===== src/rtl/crc_unit.sv =====
module crc_unit (
  input  logic        clk,
  input  logic        rst_n,
  input  logic        cfg_we,
  input  logic [15:0] cfg_wdata,
  output logic [15:0] ctrl_rd,
  input  logic        io_we,
  input  logic [31:0] io_wdata,
  input  logic [1:0]  dma_valid,
  input  logic [1:0]  dma_last,
  input  logic [15:0] dma_data,
  output logic        busy,
  output logic [31:0] checksum
);
  localparam logic [5:0]  SRC_IO  = 6'h01;
  localparam logic [5:0]  SRC_CH0 = 6'h20;
  localparam logic [5:0]  SRC_CH1 = 6'h21;
  localparam logic [15:0] P16     = 16'h1021;
  localparam logic [31:0] P32R    = 32'hEDB88320;

  logic [5:0]  src_q;
  logic        en_q;
  logic [1:0]  poly_q, beat_q;
  logic        busy_q;
  logic [31:0] crc_q;

  function automatic logic [31:0] step_byte(input logic [31:0] c, input logic [7:0] b, input logic wide);
    logic [31:0] r;
    r = c;
    if (wide) begin
      r = r ^ {24'h0, b};
      for (int k = 0; k < 8; k++) r = r[0] ? ((r >> 1) ^ P32R) : (r >> 1);
    end else begin
      r[15:0] = r[15:0] ^ {b, 8'h00};
      for (int k = 0; k < 8; k++) r[15:0] = r[15] ? ({r[14:0], 1'b0} ^ P16) : {r[14:0], 1'b0};
      r[31:16] = 16'h0;
    end
    return r;
  endfunction

  function automatic logic [31:0] fold_beat(input logic [31:0] c, input logic [31:0] d,
                                            input logic [1:0] bsz, input logic [1:0] p);
    logic [31:0] r;
    int nb;
    r  = c;
    nb = (p[1] || bsz == 2'd3) ? 0 : (1 << bsz);
    for (int i = 0; i < 4; i++)
      if (i < nb) r = step_byte(r, d[8*i +: 8], p[0]);
    return r;
  endfunction

  function automatic logic [31:0] init_of(input logic [1:0] p);
    return (p == 2'd0) ? 32'h0000FFFF : (p == 2'd1) ? 32'hFFFFFFFF : 32'h0;
  endfunction

  wire [5:0] w_src    = cfg_wdata[13:8];
  wire       w_src_ok = (w_src == SRC_IO) || (w_src == SRC_CH0) || (w_src == SRC_CH1);
  wire       unused_bits = ^{cfg_wdata[15:14], cfg_wdata[7:6]};

  wire       en_n   = cfg_we ? cfg_wdata[4]   : en_q;
  wire [1:0] poly_n = cfg_we ? cfg_wdata[3:2] : poly_q;

  wire start   = cfg_we && !busy_q && cfg_wdata[4] && w_src_ok;
  wire io_fin  = cfg_we && busy_q && (src_q == SRC_IO) && cfg_wdata[5] && cfg_wdata[4];
  wire io_fire = busy_q && (src_q == SRC_IO) && io_we;
  wire sel0    = busy_q && (src_q == SRC_CH0) && dma_valid[0];
  wire sel1    = busy_q && (src_q == SRC_CH1) && dma_valid[1];
  wire [7:0] dma_byte = sel1 ? dma_data[15:8] : dma_data[7:0];
  wire dma_fin = (sel0 && dma_last[0]) || (sel1 && dma_last[1]);

  always_ff @(posedge clk or negedge rst_n) begin
    if (!rst_n) begin
      src_q  <= '0;
      en_q   <= 1'b0;
      poly_q <= '0;
      beat_q <= '0;
      busy_q <= 1'b0;
      crc_q  <= 32'h0000FFFF;
    end else begin
      if (cfg_we) begin
        if (!busy_q) src_q <= w_src;
        en_q   <= cfg_wdata[4];
        poly_q <= cfg_wdata[3:2];
        beat_q <= cfg_wdata[1:0];
      end
      if (!en_n)                  busy_q <= 1'b0;
      else if (start)             busy_q <= 1'b1;
      else if (io_fin || dma_fin) busy_q <= 1'b0;

      if (!en_n || start)   crc_q <= init_of(poly_n);
      else if (io_fire)     crc_q <= fold_beat(crc_q, io_wdata, beat_q, poly_q);
      else if (sel0 || sel1) crc_q <= fold_beat(crc_q, {24'h0, dma_byte}, 2'd0, poly_q);
    end
  end

  assign ctrl_rd  = {2'b00, src_q, 3'b000, en_q, poly_q, beat_q};
  assign busy     = busy_q;
  assign checksum = (poly_q == 2'd1) ? ~crc_q :
                    (poly_q == 2'd0) ? {16'h0, crc_q[15:0]} : 32'h0;
endmodule


===== config.mk =====
export PLATFORM = sky130hd
export DESIGN_NAME = crc_unit
export DESIGN_NICKNAME = d
export VERILOG_FILES = /design/src/rtl/crc_unit.sv
export SDC_FILE = /design/constraint.sdc
export NUM_CORES = 1
export LEC_CHECK = 0
export CORE_ASPECT_RATIO = 1.25
export CORE_UTILIZATION = 30
export CTS_BUF_LIST = sky130_fd_sc_hd__clkbuf_8
export CTS_CLUSTER_SIZE = 28
export DETAILED_ROUTE_END_ITERATION = 12
export GPL_TIMING_DRIVEN = 0
export PLACE_DENSITY = 0.47
export SKIP_CTS_REPAIR_TIMING = 1
export SYNTH_ARGS = -nofsm -noshare
export SYNTH_HDL_FRONTEND = slang
export SYNTH_SLANG_ARGS = --single-unit

===== constraint.sdc =====
create_clock -name clk -period 5.1 [get_ports clk]
set_input_delay 1.53 -clock clk [delete_from_list [all_inputs] [get_ports clk]]
set_output_delay 1.53 -clock clk [all_outputs]
set_load 0.005 [all_outputs]

; ---- Word level (Yosys, flattened, before mapping)
; Index checks and enable logic that the tools add are counted.
; Widths: inputs -> output; s select.
[word_totals]
reg_bits = 44
out_inout_bits = 49
elab_cells = 367
[op_classes]
magnitude_cmp = 8
eq_ne = 10
shift = 1
n_mux = 174
bitwise = 140
n_reduce_logical = 28
[op_table]
columns = operator, n
row1 = $mux 32, 102
row2 = $not 13->14, 64
row3 = $mux 13, 64
row4 = $not 3->3, 64
row5 = $xor 32x8->32, 5
row6 = $xor 16x16->16, 5
row7 = $lt 3x32->1 const A, 2
row8 = $lt 1x32->1 const A, 1
row9 = $lt 2x32->1 const A, 1
row10 = $not 32->32, 1
row11 = $shl 1x2->32 const A, 1
row12 = $eq 6x6->1 const B, 4
row13 = $mux 16, 1
row14 = $logic_and 1x1->1, 15
row15 = $eq 6x1->1 const B, 2
row16 = $mux 8, 1
row17 = $logic_or 1x1->1, 7
row18 = $mux 1, 5
row19 = $eq 2x1->1 const B, 2
row20 = $logic_not 2->1, 2
row21 = $lt 2x1->1 const A, 2
row22 = $ne 3x1->1 const B, 1
row23 = $reduce_bool 3->1, 1
row24 = $eq 2x2->1 const B, 1
row25 = 5 further kinds, 7

; ---- Longest topological paths before layout
[depth]
depth_word = 89
depth_mapped = 20
mapped_depth_nobuf = 16

; ---- Least setup slack after synthesis
; No wires, ideal clock.
[synth_path]
path_type = input -> register
from = input port io_wdata[5]
to = register (tool-made name)
setup_time_ps = 72
arrival_time_ps = 6320
slack_ps = -1292
stages = 17
path_buffers = 2
cell_sequence = clkbuf_1 -> xnor2_2 -> xor2_1 -> a2111oi_0 -> o31a_1 -> nor2_4 -> xnor3_1 -> mux2i_1 -> and2_1 -> buf_2 -> xor3_1 -> a222oi_1 -> xnor2_1 -> xnor3_1 -> xnor3_1 -> o21a_1 -> nor2_1
[synth_lines]
columns = item, line_no
row1 = start: declaration, 8  ; input logic [31:0] io_wdata,

==> impl_metrics.sql <==
INSERT INTO impl_metrics (metric_group, metric, value, unit) VALUES
('worst_setup_path', 'crit_required', '5.27', 'ns'),
('synthesis', 'syn_area_per_cell', '8.64', 'sq um'),
('drt', 'route.detailed.drc', '0', ''),
('run', 'max_cap_violations', '0', ''),
('timing', 'postLayoutSetupSlackWorst', '-1.18', 'ns'),
('timing', 'report.final.setup_viol', '32', ''),
('drt', 'avgRoutedWirePerCell', '25.2', 'microns'),
('synthesis', 'ys_seq_elements', '44', ''),
('synthesis', 'synth.lib_cells_used.distinct', '88', ''),
('placement', 'place_congestion', '0.923', ''),
('synthesis', 'async_set_reset_flop_share_out_of_synthesis', '1.00', ''),
('timing', 'min_period', '6.28', 'ns'),
('synthesis', 'post-synth-top-area-cell', 'xnor2_1', ''),
('outcome', 'failing_checks', 'negative setup slack', ''),
('finish', 'final_cell_count_no_fill', '2069', ''),
('grt', 'grt-ovfl-total', '0', ''),
('synthesis', 'synthCells', '1286', ''),
('finish', 'post_route_cells_drive_above_1_share', '0.329', ''),
('clock_tree', 'cts-root-to-sink-buffers', '2', ''),
('worst_setup_path', 'critical_path.max_fanout', '6', ''),
('clock_tree', 'cts_buffers', '5', ''),
('die', 'std_cell_core_area', '0.0364', 'sq mm'),
('grt', 'grt_start_max_net_pins', '36', ''),
('finish', 'insertedDiodeCount', '0', ''),
('die', 'std_cell_rows', '78', ''),
('placement', 'dp.final_hpwl', '40.7', 'mm'),
('timing', 'clock-skew-final', '0.0123', 'ns'),
('drt', 'drt.antenna.violating_nets', '0', ''),
('die', 'design.die.area', '0.0378', 'sq mm'),
('worst_setup_path', 'worst_ep_arrival_time', '6.45', 'ns'),
('outcome', 'outcome', 'complete, but fails checks', ''),
('die', 'dieHeight', '217', 'microns'),
('grt', 'via_count_of_the_first_global_routing_pass', '10200', ''),
('synthesis', 'netlist_top_cells_area', 'xnor2_1, xnor3_1, xor2_1', ''),
('min_path', 'min-delay-path-class', 'flop to flop', ''),
('grt', 'global_route_wire_length_before_repair', '72.2', 'mm'),
('finish', 'layout-area-overhead-vs-synth', '47.7', '%'),
('timing', 'timing.final.crit_share', '1.23', ''),
('grt', 'antenna_found_initial', '1', ''),
('placement', 'place.detailed.instances', '1876', ''),
('timing', 'slew_viol_final', '0', ''),
('placement', 'buffer_ports.inserted', '105', ''),
('clock_tree', 'tritoncts_clock_tree', 'done', ''),
('clock_tree', 'numClockSinks', '44', ''),
('drt', 'detail_route.iter0.violations', '1017', ''),
('drt', 'detail_route.first_pass.iterations', '5', ''),
('die', 'io-pin-count', '121', ''),
('timing', 'rsz0062_at_grt', 'yes', ''),
('clock_tree', 'path_clk_slew', '0.10', 'ns'),
('synthesis', 'edff_count_synth', '0', ''),
('die', 'die_w', '174', 'microns'),
('clock_tree', 'cts_max_level', '2', ''),
('timing', 'report.final.hold_viol_count', '0', ''),
('worst_setup_path', 'critPathCaptureType', 'flop', ''),
('die', 'initial_utilization', '0.305', ''),
('drt', 'routed-via-count', '11200', ''),
('clock_tree', 'clk_latency', '0.31', 'ns'),
('drt', 'viasPerCell', '5.43', ''),
('synthesis', 'postSynth.topFlopCell', 'dfrtp_1', ''),
('finish', 'design.final.nets', '1660', ''),
('worst_setup_path', 'setup.worst_path.start_class', 'input port', ''),
('grt', 'global_route.usage.total', '0.260', ''),
('timing', 'slew-limit-headroom', '0.190', ''),
('clock_tree', 'root_buffer', 'clkbuf_8', ''),
('drt', 'drt_wl_total', '52.1', 'mm'),
('timing', 'timing_worst_slew_pin_value', '1.21', 'ns'),
('synthesis', 'netlist_area', '0.0111', 'sq mm'),
('worst_setup_path', 'crit_type', 'input port to flop', ''),
('synthesis', 'synth_largest_type_area_fraction', '0.220', ''),
('timing', 'fmaxAchievable', '0.159', 'GHz'),
('synthesis', 'synth_seq_area_share', '0.101', ''),
('synthesis', 'ys_warn_count', '0', '');
==> metal layers <==
metal	share of wire	track usage	vias up	routed length [microns]
met1	0.41	0.340	5519	21600
met3	0.056	0.0148	91	2940
met5	0.00025	0	-	13
met2	0.48	0.449	476	25100
li1	-	-	5137	-
met4	0.048	0.0991	2	2480
==> per-stage QoR <==
stage          hold WS, ns  TNS [ns]  cell area [sq um]   util  worst slack, ns
6_report             0.558    -30.09              16400  0.451            -1.18
3_5_place_dp         0.540   -141.37              13200  0.363            -3.20
4_1_cts              0.565   -141.82              13300  0.365            -3.30
5_1_grt              0.584    -33.39              16400  0.451            -1.27
2_1_floorplan        0.505    -21.28              11500      -           -0.974
3_3_place_gp         0.533   -139.95              13200  0.363            -3.21
==> worst max-delay path: stages <==
cell       delay, ns
clkbuf_16       0.14
xnor2_4         0.31
buf_12          0.18
xnor3_1         0.33
xnor2_1         0.29
a2bb2oi_2       0.36
nor3_1          0.15
o211a_1         0.26
o311ai_0        0.34
o211ai_1        0.16
buf_4           0.22
xnor2_1         0.14
a222oi_1        0.58
xnor2_2         0.27
xnor2_2         0.21
xnor2_2         0.19
buf_4           0.16
xor2_2          0.18
a221oi_2        0.36
a21oi_1         0.07
==> cell usage in the layout (no fill, tap or decap), types with 12 or more instances in the layout <==
| cell type | instances |
|---|---|
| a21oi_1 | 47 |
| xnor2_4 | 42 |
| nand2_1 | 92 |
| o21ai_0 | 50 |
| clkdlybuf4s50_1 | 94 |
| xnor3_1 | 47 |
| xnor2_1 | 208 |
| dfstp_2 | 16 |
| xnor3_2 | 12 |
| nand3_1 | 19 |
| mux2i_1 | 27 |
| buf_4 | 176 |
| dfrtp_1 | 26 |
| xor2_1 | 67 |
| nor3_1 | 18 |
| nor2_1 | 112 |
| o22ai_1 | 17 |
| nand2b_1 | 14 |
| buf_6 | 29 |
| buf_12 | 13 |
| clkbuf_1 | 43 |
| xnor2_2 | 55 |
| inv_1 | 15 |
==> cells in the mapped netlist (all sizes together) (7+ instances only) <==
master,instances
o21ai,64
xor2,85
a31oi,7
nor2,117
or3,9
a22oi,16
o211ai,11
nor3,25
and3,12
dfstp,16
a211oi,11
buf,29
o221a,7
nand3,21
mux2i,37
xor3,11
a221oi,16
o22ai,19
o221ai,17
o21a,9
nand2b,14
mux2,13
nand2,93
clkbuf,60
xnor2,305
inv,14
a21oi,56
and2,11
dfrtp,28
or2,7
xnor3,59
==> kinds of logic (layout without fill, tap and decap cells) <==
logic type,after synthesis,in the layout,synth area share
XOR/XNOR,460,460,0.481
AND/OR/NAND/NOR,341,341,0.148
AO/OA/AOI/OAI,286,286,0.184
buffers and inverters,104,403,0.0400
multiplexers,50,50,0.0465
flip-flops,44,44,0.101
other,1,5,0.000338
==> final timing paths <==
path | to | start | cells past startpoint | slack (ns)
setup / recovery | flop | io_wdata[5] | 20 | -1.18
hold / removal | src_q[1] | src_q[1] | 1 | 0.56
setup reg to reg | flop | beat_q[1] | 20 | -1.04
hold reg to reg | src_q[1] | src_q[1] | 1 | 0.56
max in group asynchronous | async pin | rst_n | 2 | 3.43
min in group asynchronous | src_q[3] | rst_n | 1 | 1.09
==> final cells by class <==
cell class / count / area [sq um]
buffer: 82 / 452
clock buffer: 5 / 68.8
clock inverter: 3 / 15.0
fill: 3523 / 20000
inverter: 15 / 56.3
multi-input combinational: 1142 / 11300
sequential: 44 / 1120
tap: 480 / 601
timing repair buffer: 298 / 2730
Power is not shown: default switching activity piles up to over one toggle a cycle in this logic, so the estimate is an artifact.
